--- src/rtl/disp_xmtr_regs.sv ---
module disp_xmtr_regs #(
  parameter int AW = 8,
  parameter int DW = 8,
  parameter logic [AW-1:0] SYSCTL_ADDR = 8'h1A,
  parameter logic [AW-1:0] ID_ADDR     = 8'h1B,
  parameter logic [AW-1:0] STAT_ADDR   = 8'h3D,
  parameter logic [DW-1:0] ID_VAL      = 8'hB0,
  parameter logic [DW-1:0] STAT_VAL    = 8'h04,
  parameter int REQ_BIT = 2,
  parameter int GNT_BIT = 1
) (
  input  logic          clk,
  input  logic          rst_n,
  input  logic          wr_start,
  input  logic          rd_start,
  input  logic          wr_byte_vld,
  input  logic [DW-1:0] wr_byte,
  input  logic          rd_strobe,
  input  logic          finish,
  output logic [DW-1:0] rd_data,
  output logic          passthru,
  output logic          skip_finish
);

  localparam logic [DW-1:0] HS_VAL = DW'((1 << REQ_BIT) | (1 << GNT_BIT));

  logic [AW-1:0] ptr;
  logic          addr_phase;
  logic          req;
  logic [DW-1:0] rd_val;

  wire reg_wr   = wr_byte_vld && !wr_start && !addr_phase;
  wire ptr_ld   = wr_byte_vld && !wr_start && addr_phase;
  wire rd_acc   = rd_strobe && !wr_start && !wr_byte_vld;
  wire ctl_wr   = reg_wr && (ptr == SYSCTL_ADDR);
  wire want_req = wr_byte[REQ_BIT];
  wire want_gnt = wr_byte[GNT_BIT];
  wire enter_pt = ctl_wr && want_req && want_gnt;

  always_comb begin
    rd_val = '0;
    if (ptr == SYSCTL_ADDR)    rd_val = req ? HS_VAL : '0;
    else if (ptr == ID_ADDR)   rd_val = ID_VAL;
    else if (ptr == STAT_ADDR) rd_val = STAT_VAL;
  end

  always_ff @(posedge clk) begin
    if (!rst_n) begin
      ptr        <= '0;
      addr_phase <= 1'b0;
      req        <= 1'b0;
      passthru   <= 1'b0;
      rd_data    <= '0;
    end else begin
      if (wr_start)
        addr_phase <= 1'b1;
      else if (ptr_ld || rd_start)
        addr_phase <= 1'b0;

      if (ptr_ld)
        ptr <= wr_byte[AW-1:0];
      else if (reg_wr || rd_acc)
        ptr <= ptr + 1'b1;

      if (ctl_wr) begin
        if (want_req) begin
          req <= 1'b1;
          if (want_gnt) passthru <= 1'b1;
        end else begin
          req      <= 1'b0;
          passthru <= 1'b0;
        end
      end

      if (rd_acc)
        rd_data <= rd_val;
    end
  end

  always_ff @(posedge clk) begin
    if (!rst_n)
      skip_finish <= 1'b0;
    else if (enter_pt)
      skip_finish <= 1'b1;
    else if (finish)
      skip_finish <= 1'b0;
  end

endmodule

--- config.mk ---
export PLATFORM = sky130hd
export DESIGN_NAME = disp_xmtr_regs
export DESIGN_NICKNAME = d
export VERILOG_FILES = /design/src/rtl/disp_xmtr_regs.sv
export SDC_FILE = /design/constraint.sdc
export NUM_CORES = 1
export LEC_CHECK = 0
export BUFFER_PORTS_ARGS = -buffer_cell sky130_fd_sc_hd__buf_2
export CORE_MARGIN = 2
export CORE_UTILIZATION = 49
export DETAILED_ROUTE_END_ITERATION = 8
export GPL_ROUTABILITY_DRIVEN = 1
export HOLD_SLACK_MARGIN = 0.05
export PLACE_DENSITY = 0.75
export SYNTH_ARGS = -nofsm -noshare
export SYNTH_HDL_FRONTEND = slang
export SYNTH_SLANG_ARGS = --single-unit
--- constraint.sdc ---
create_clock -name clk -period 1.7 [get_ports clk]
set_input_delay 0.17 -clock clk [delete_from_list [all_inputs] [get_ports clk]]
set_output_delay 0.17 -clock clk [all_outputs]
set_load 0.05 [all_outputs]
==> impl_metrics.env, run 1 <==
export IMPL_grt_pass1_vias=637
export IMPL_synth_flop_cell="dfxtp_1"
export IMPL_synth_edf_count=0
export IMPL_criticalPathCategory="flip-flop to flip-flop"
export IMPL_cts_tree="built"
export IMPL_antenna_cells=0
export IMPL_combPwrFrac=0.163
export IMPL_antenna_found_initial=0
export IMPL_post_cts_setup_buffers=0
export IMPL_layout_drive_gt1_share=0.256
export IMPL_avgSynthCellArea_um2=8.58
export IMPL_yosysTopAreaCellShare=0.350
export IMPL_gp_congestion=0.808
export IMPL_drv_slew=0
export IMPL_ys_ff_latch=15
export IMPL_dieArea_mm2=0.00210
export IMPL_endpoint_kind="flip-flop"
export IMPL_syn_to_final_growth_pct=14.3
export IMPL_fill_cells=154
export IMPL_ir_drop_v=0.000398
export IMPL_final_cell_count_no_fill=138
export IMPL_yosysTopAreaCell="dfxtp_1"
export IMPL_vias_per_cell=5.75
export IMPL_clk_latency_ns=0.28
export IMPL_dp_cells=134
export IMPL_grt_first_pass_wirelength_um=2840
export IMPL_crit_arrival_ns=1.71
export IMPL_drv_cap=0
export IMPL_num_rows=15
export IMPL_p_leak_nw=0.411
export IMPL_finalSetupViolations=0
export IMPL_min_path_cells=3
export IMPL_yosysWarnings=0
export IMPL_switchingPower_w=0.000202
export IMPL_synth_seq_area_share=0.350
export IMPL_routed_wl_um=1740
export IMPL_portBuffers=21
export IMPL_syn_area_um2=858
export IMPL_fp_dieW_um=45.9
export IMPL_ctsHoldBuffers=0
export IMPL_start_util=0.508
export IMPL_hpwl_um=1330
export IMPL_rsz0062_at_grt="no"
export IMPL_cts_buffers=3
export IMPL_drt_pass1_iterations=6
export IMPL_crit_path_max_fanout=6
export IMPL_route_detailed_drc=0
export IMPL_hold_path_class="primary input to flip-flop"
export IMPL_required_ns=1.91
export IMPL_worstRegToRegCells=4
export IMPL_final_util=0.581
export IMPL_synth_cell_type_count=36
export IMPL_max_freq_ghz=0.664
export IMPL_cts_repair_resized=0
export IMPL_vias=793
export IMPL_h_tree_depth=1
export IMPL_cp_start_kind="flip-flop"
export IMPL_hold_worst_slack_ns=0.151
export IMPL_die_y_um=45.9
export IMPL_synth_most_common_cell="dfxtp_1"
export IMPL_synth_common_cells="15 x dfxtp_1, 12 x a21oi_1, 7 x nand3_1, 7 x nor2_1, 6 x buf_4"
export IMPL_syn_inst=100
export IMPL_core_mm2=0.00169
export IMPL_status="complete, no violations"
export IMPL_wire_per_inst_um=12.6
export IMPL_num_nets_final=140
export IMPL_grt_overflow=0
export IMPL_drt_iter0_markers=18
export IMPL_cts_sinks=15
export IMPL_fin_tns_setup_ns=0
export IMPL_fin_crit_sh=0.886
export IMPL_hold_violations=0
export IMPL_fin_ws_ns=0.195
export IMPL_async_flop_share=0
export IMPL_fin_crit_ns=1.51
export IMPL_ant_nets=0
export IMPL_power_density_mw_per_mm2=709
export IMPL_root_buffer="clkbuf_4"
export IMPL_synthTopCellsByArea="dfxtp_1 35%, a21oi_1 7.0%, buf_4 5.2%"
export IMPL_finClkSkew_ns=0.00438
export IMPL_track_usage=0.186
export IMPL_dp_slack_ns=0.222
export IMPL_grt_max_degree=15
export IMPL_power_frac_clock=0.295
export IMPL_num_io_pins=25
export IMPL_seqPwrFrac=0.543
export IMPL_swShare=0.290
export IMPL_clockBufferDepth=2
export IMPL_p_int_w=0.000494
export IMPL_clk_pin_slew_worst_paths_ns=0.09
metal layers:
metal | global-route usage | vias to the layer above | share of wire
li1 | - | 405 | -
met3 | 0.0476 | 0 | 0.058
met4 | 0.0686 | 0 | 0
met1 | 0.264 | 357 | 0.47
met5 | 0 | - | 0
met2 | 0.267 | 31 | 0.47
kinds of logic after synthesis:
family | synth area share
xor gates and xnor gates | 0.0306
AOI/OAI and AO/OA | 0.220
DFF | 0.350
and+or+nand+nor | 0.252
other | 0.00437
muxes | 0.0233
buffers and inverters | 0.0758
adders and majority gates | 0.0437
cell usage in the layout (no fill, tap or decap), types with 2 or more instances in the layout:
master and instances:
buf_2 21, dfxtp_1 15, a21oi_1 12, nand3_1 7, nor2_1 7, nand2_1 5
a211oi_1 4, inv_1 3, xor2_1 3, nor3_1 3, nand4_1 3, nand2b_1 3
ha_1 3, conb_1 3, clkbuf_4 3, mux2i_1 2, a22oi_1 2, a31oi_1 2
buf_4 2
path summary, 6_finish.rpt:
check / startpoint / endpoint / slack, ns
max: ptr[0] / ptr[5] / 0.19
min: finish / skip_finish / 0.15
max reg2reg: ptr[0] / ptr[5] / 0.19
min reg2reg: req / req / 0.47
layout make-up:
class                   instances  area [um^2]  area share
flip-flops and latches         15          300       0.306
inverters                       3         11.3      0.0115
repair buffers                 23          120       0.122
clock inverters                 1         5.00     0.00510
clock buffers                   3         22.5      0.0230
multi-input cells              76          500       0.510
well taps                      17         21.3      0.0217
power groups by stage:
stage               Clock (W)  Sequential, W  Combinational, W
finish               0.000205       0.000378          0.000113
global route         0.000228       0.000380          0.000125
CTS                  0.000206       0.000377          0.000112
detailed placement          0       0.000386          0.000112
global placement            0       0.000385          0.000111
floorplan                   0       0.000386         0.0000794
registers in the layout (all words and copies together) (netlist names):
register and count:
passthru 1, rd_data 3, ptr 8, skip_finish 1
req 1, addr_phase 1
per-stage QoR:
stage,area [um^2],total power (W)
floorplan,866,0.000466
global placement,953,0.000496
detailed placement,953,0.000498
CTS,981,0.000696
global route,981,0.000733
finish,981,0.000696
critical path, stage by stage, from the launching register on:
cell	delay (ns)
dfxtp_1	0.43
inv_1	0.11
or4_4	0.54
xor2_1	0.16
a211oi_2	0.20
Note: power is estimated with default switching activity, not from simulation.
==> run 2, diff against run 1 <==
- GPL_TIMING_DRIVEN: not set -> 0
==> run 2 against run 1 <==
Compared with the run above:
- sequential share of layout area down 1.2 points
- critical path type unchanged
- sequential cell count unchanged
- design area is 4.1% higher
- utilization increased by 2.4 points
- largest cell class unchanged
- global-route usage grew 3.6 points
- cell count increased by 3.6%
- power grew 1.7%
- clock-buffer cell count unchanged
==> impl_metrics.env, run 2 (same netlist as run 1, synthesis figures left out) <==
export IMPL_drv_slew=0
export IMPL_cp_start_kind="flip-flop"
export IMPL_num_rows=15
export IMPL_routed_wl_um=1950
export IMPL_grt_max_degree=11
export IMPL_wire_per_inst_um=13.6
export IMPL_drt_iter0_markers=12
export IMPL_root_buffer="clkbuf_4"
export IMPL_cts_repair_resized=0
export IMPL_final_cell_mix="21 x buf_2, 15 x dfxtp_1, 12 x a21oi_1"
export IMPL_hold_violations=0
export IMPL_dieArea_mm2=0.00210
export IMPL_antenna_cells=0
export IMPL_endpoint_kind="flip-flop"
export IMPL_ctsHoldBuffers=0
export IMPL_critPathSlowestCell="or4_4"
export IMPL_startpoint="ptr[0]"
export IMPL_crit_arrival_ns=1.76
export IMPL_clk_latency_ns=0.29
export IMPL_layout_drive_gt1_share=0.286
export IMPL_cts_tree="built"
export IMPL_crit_path_max_fanout=6
export IMPL_p_leak_nw=0.436
export IMPL_max_freq_ghz=0.646
export IMPL_regToRegEndpoint="ptr[5]"
export IMPL_hpwl_um=1470
export IMPL_die_y_um=45.9
export IMPL_grt_overflow=0
export IMPL_fin_crit_ns=1.55
export IMPL_syn_to_final_growth_pct=19.0
export IMPL_rsz0062_at_grt="no"
export IMPL_start_util=0.508
export IMPL_multi_input_area_um2=507
export IMPL_regArea_um2=300
export IMPL_dp_slack_ns=0.176
export IMPL_cpPeakStageDelay_ns=0.55
export IMPL_cts_sinks=15
export IMPL_criticalPathCategory="flip-flop to flip-flop"
export IMPL_required_ns=1.91
export IMPL_clockBufferDepth=2
export IMPL_grt_first_pass_wirelength_um=3350
export IMPL_gp_congestion=0.776
export IMPL_largest_reg_flops=8
export IMPL_worst_slew_pin_slew_ns=0.677
export IMPL_post_cts_setup_buffers=0
export IMPL_crit_chain="inv_1, or4_4, xor2_1, a211oi_2"
export IMPL_ir_drop_v=0.000525
export IMPL_vias=830
export IMPL_worstRegToRegCells=4
export IMPL_num_io_pins=25
export IMPL_route_detailed_drc=0
export IMPL_portBuffers=20
export IMPL_h_tree_depth=1
export IMPL_drt_pass1_iterations=4
export IMPL_registers_top_by_ff_count="ptr"
export IMPL_num_nets_final=145
export IMPL_fin_ws_ns=0.152
export IMPL_finClkSkew_ns=0.00555
export IMPL_clk_pin_slew_worst_paths_ns=0.10
export IMPL_finalSetupViolations=0
export IMPL_power_density_mw_per_mm2=693
export IMPL_status="complete, no violations"
export IMPL_cts_buffers=3
export IMPL_r2r_slack_ns=0.15
export IMPL_fp_dieW_um=45.9
export IMPL_layout_commonest_cell="buf_2"
export IMPL_worstReg2RegStart="ptr[0]"
export IMPL_core_mm2=0.00169
export IMPL_fill_cells=164
export IMPL_fin_tns_setup_ns=0
export IMPL_final_util=0.604
export IMPL_ant_nets=0
export IMPL_drv_cap=0
export IMPL_reg_top3="ptr: 8 flops, rd_data: 3 flops"
export IMPL_hold_path_class="primary input to flip-flop"
export IMPL_antenna_found_initial=0
export IMPL_critPathCapture="ptr[5]"
export IMPL_grt_pass1_vias=804
export IMPL_track_usage=0.221
export IMPL_relSlewSlack=0.548
export IMPL_vias_per_cell=5.80
export IMPL_fin_crit_sh=0.911
[run 2: final cells by class]
class                           count  share of cell area
Timing Repair Buffer               20              0.0980
Inverter                            3              0.0110
Buffer                              8              0.0527
Tap cell                           17              0.0208
Sequential cell                    15               0.294
Clock buffer                        3              0.0221
Multi-Input combinational cell     76               0.496
Clock inverter                      1             0.00490
[run 2: worst max-delay path, delay by kind of cell (launching register included)]
kind,cells,cell delay (ns)
AND/OR/NAND/NOR,1,0.55
buffers and inverters,1,0.11
flip-flops,1,0.45
XOR/XNOR,1,0.16
AO/OA/AOI/OAI,1,0.21
[run 2: worst min-delay path by stage]
stage,from,endpoint,slack (ns),cells after the start
6_report,finish,skip_finish,0.15,3
5_1_grt,finish,skip_finish,0.14,3
4_1_cts,finish,skip_finish,0.15,3
3_5_place_dp,wr_byte[6],ptr[6],0.45,3
3_3_place_gp,finish,skip_finish,0.44,3
2_1_floorplan,wr_start,addr_phase,0.29,2
[run 2: power by group]
| group | leakage [nW] | total (W) | internal [W] | switching [W] |
|---|---|---|---|---|
| Sequential | 0.122 | 0.000379 | 0.000364 | 0.0000152 |
| Clock | 0.0177 | 0.000210 | 0.0000874 | 0.000122 |
| Combinational | 0.296 | 0.000119 | 0.0000470 | 0.0000722 |
[run 2: per-layer routing]
metal | vias up | share of wire | global-route usage
met5 | - | 0 | 0
met4 | 0 | 0.0051 | 0.0514
met3 | 2 | 0.046 | 0.0714
met2 | 26 | 0.52 | 0.392
met1 | 387 | 0.43 | 0.254
li1 | 415 | - | -
[run 2: metrics by stage]
stage	std cells	power (W)	hold WS [ns]	area (um^2)
final	143	0.000707	0.151	1020
after global routing	143	0.000750	0.142	1020
after CTS	143	0.000709	0.152	1010
after detailed placement	139	0.000503	0.453	987
after global placement	139	0.000498	0.436	987
after floorplan	102	0.000466	0.287	866
==> run 3, diff against run 2 <==
- CORE_UTILIZATION: 49 -> 52
- CTS_BUF_LIST: not set -> sky130_fd_sc_hd__clkbuf_4 sky130_fd_sc_hd__clkbuf_8
- GPL_ROUTABILITY_DRIVEN: 1 -> not set
- PLACE_DENSITY: 0.75 -> 0.79
==> run 3 against run 2 <==
Compared with the run above:
- combinational power is essentially flat
- critical path type unchanged
- sequential cell count did not move
- non-clock buffer count unchanged
- largest power group unchanged
- wire length increased by 0.21%
- clock skew down 0.0040 ns
- first-iteration DRC count increased by 33%
- critical path depth did not move
- maximum frequency rose by 2.4%
- utilization up 6.6 points
- power up 1.6%
- die area shrank 5.3%
- sequential power hardly changed
==> impl_metrics.env, run 3 (same netlist as run 1, synthesis figures left out) <==
export IMPL_root_buffer="clkbuf_4"
export IMPL_fin_crit_ns=1.51
export IMPL_cp_start_kind="flip-flop"
export IMPL_finalSetupViolations=0
export IMPL_ir_drop_v=0.000490
export IMPL_crit_arrival_ns=1.72
export IMPL_clockBufferDepth=2
export IMPL_p_int_w=0.000517
export IMPL_relSlewSlack=0.528
export IMPL_place_area_um2=986
export IMPL_post_cts_setup_buffers=0
export IMPL_criticalPathCategory="flip-flop to flip-flop"
export IMPL_grt_pass1_vias=796
export IMPL_grt_first_pass_wirelength_um=3360
export IMPL_reg_top3="ptr: 8 flops, rd_data: 3 flops"
export IMPL_switchingPower_w=0.000202
export IMPL_antenna_cells=0
export IMPL_r2r_slack_ns=0.19
export IMPL_worst_slew_pin_slew_ns=0.706
export IMPL_num_io_pins=25
export IMPL_fin_area_mm2=0.00102
export IMPL_final_cell_mix="21 x buf_2, 15 x dfxtp_1, 12 x a21oi_1"
export IMPL_clk_latency_ns=0.28
export IMPL_cts_sinks=15
export IMPL_hold_path_class="primary input to flip-flop"
export IMPL_num_nets_final=145
export IMPL_required_ns=1.91
export IMPL_layout_commonest_cell="buf_2"
export IMPL_final_util=0.671
export IMPL_crit_path_max_fanout=6
export IMPL_cts_tree="built"
export IMPL_fin_crit_sh=0.889
export IMPL_hold_worst_slack_ns=0.141
export IMPL_dieArea_mm2=0.00199
export IMPL_drt_iter0_markers=16
export IMPL_finClkSkew_ns=0.00156
export IMPL_hpwl_um=1490
export IMPL_vias=828
export IMPL_num_rows=14
export IMPL_gp_congestion=0.764
export IMPL_h_tree_depth=1
export IMPL_layout_drive_gt1_share=0.286
export IMPL_power_frac_clock=0.311
export IMPL_start_util=0.563
export IMPL_drv_cap=0
export IMPL_hold_violations=0
export IMPL_portBuffers=20
export IMPL_seqPwrFrac=0.527
export IMPL_ctsHoldBuffers=0
export IMPL_route_detailed_drc=0
export IMPL_core_mm2=0.00152
export IMPL_wire_per_inst_um=13.7
export IMPL_largest_reg_flops=8
export IMPL_vias_per_cell=5.83
export IMPL_drv_slew=0
export IMPL_fin_tns_setup_ns=0
export IMPL_drt_pass1_iterations=4
export IMPL_max_freq_ghz=0.661
export IMPL_combPwrFrac=0.162
export IMPL_grt_overflow=0
export IMPL_rsz0062_at_grt="no"
export IMPL_die_y_um=44.6
export IMPL_antenna_found_initial=0
export IMPL_status="complete, no violations"
export IMPL_endpoint_kind="flip-flop"
export IMPL_track_usage=0.229
export IMPL_power_w=0.000719
export IMPL_ant_nets=0
export IMPL_routed_wl_um=1950
export IMPL_p_leak_nw=0.437
export IMPL_cts_buffers=3
export IMPL_syn_to_final_growth_pct=19.1
export IMPL_swShare=0.281
export IMPL_clk_pin_slew_worst_paths_ns=0.09
export IMPL_fp_dieW_um=44.6
export IMPL_power_density_mw_per_mm2=703
export IMPL_grt_max_degree=11
export IMPL_registers_top_by_ff_count="ptr"
[run 3: cell types whose count changed in the layout (fill, tap and decap cells not counted), sizes merged]
cell and change:
clkbuf +1, clkinv -1
[run 3: final timing paths]
kind | depth (start not counted) | to | from
max reg2reg | 4 | ptr[5] | ptr[0]
min reg2reg | 2 | req | req
min | 3 | skip_finish | finish
max | 4 | ptr[5] | ptr[0]
[run 3: power groups by stage]
stage               clock network, W  registers (W)  logic (W)
floorplan                          0       0.000386  0.0000794
global placement                   0       0.000385   0.000113
detailed placement                 0       0.000387   0.000116
CTS                         0.000224       0.000378   0.000116
global route                0.000240       0.000381   0.000131
finish                      0.000223       0.000379   0.000117
[run 3: routing by layer]
layer,GRT usage,up-vias,part of all wire
met4,0.109,0,0.017
met1,0.286,378,0.44
met2,0.380,30,0.48
met3,0.0367,4,0.070
met5,0,-,0
li1,-,416,-
[run 3: area by class of cell]
cell class / count / area (um^2)
sequential: 15 / 300
buffer: 8 / 53.8
tap: 16 / 20.0
clock buffer: 4 / 30.0
timing repair buffer: 20 / 100
fill: 130 / 502
inverter: 3 / 11.3
multi-input combinational: 76 / 507
[run 3: worst max-delay path: stages, from the launching register on]
cell and delay (ns):
dfxtp_1 0.43, inv_1 0.11, or4_4 0.54, xor2_1 0.16, a211oi_2 0.20
[run 3: what timing repair did]
| action | in CTS | in global routing |
|---|---|---|
| gates resized for setup | 0 | 1 |
| endpoints found under the hold margin | 0 | 0 |
| setup endpoints to repair | 0 | 1 |
[run 3: per-stage QoR]
step / worst slack [ns] / instances
6_report: 0.188 / 142
5_1_grt: 0.0735 / 142
4_1_cts: 0.147 / 142
3_5_place_dp: 0.170 / 138
3_3_place_gp: 0.216 / 138
2_1_floorplan: 0.292 / 102
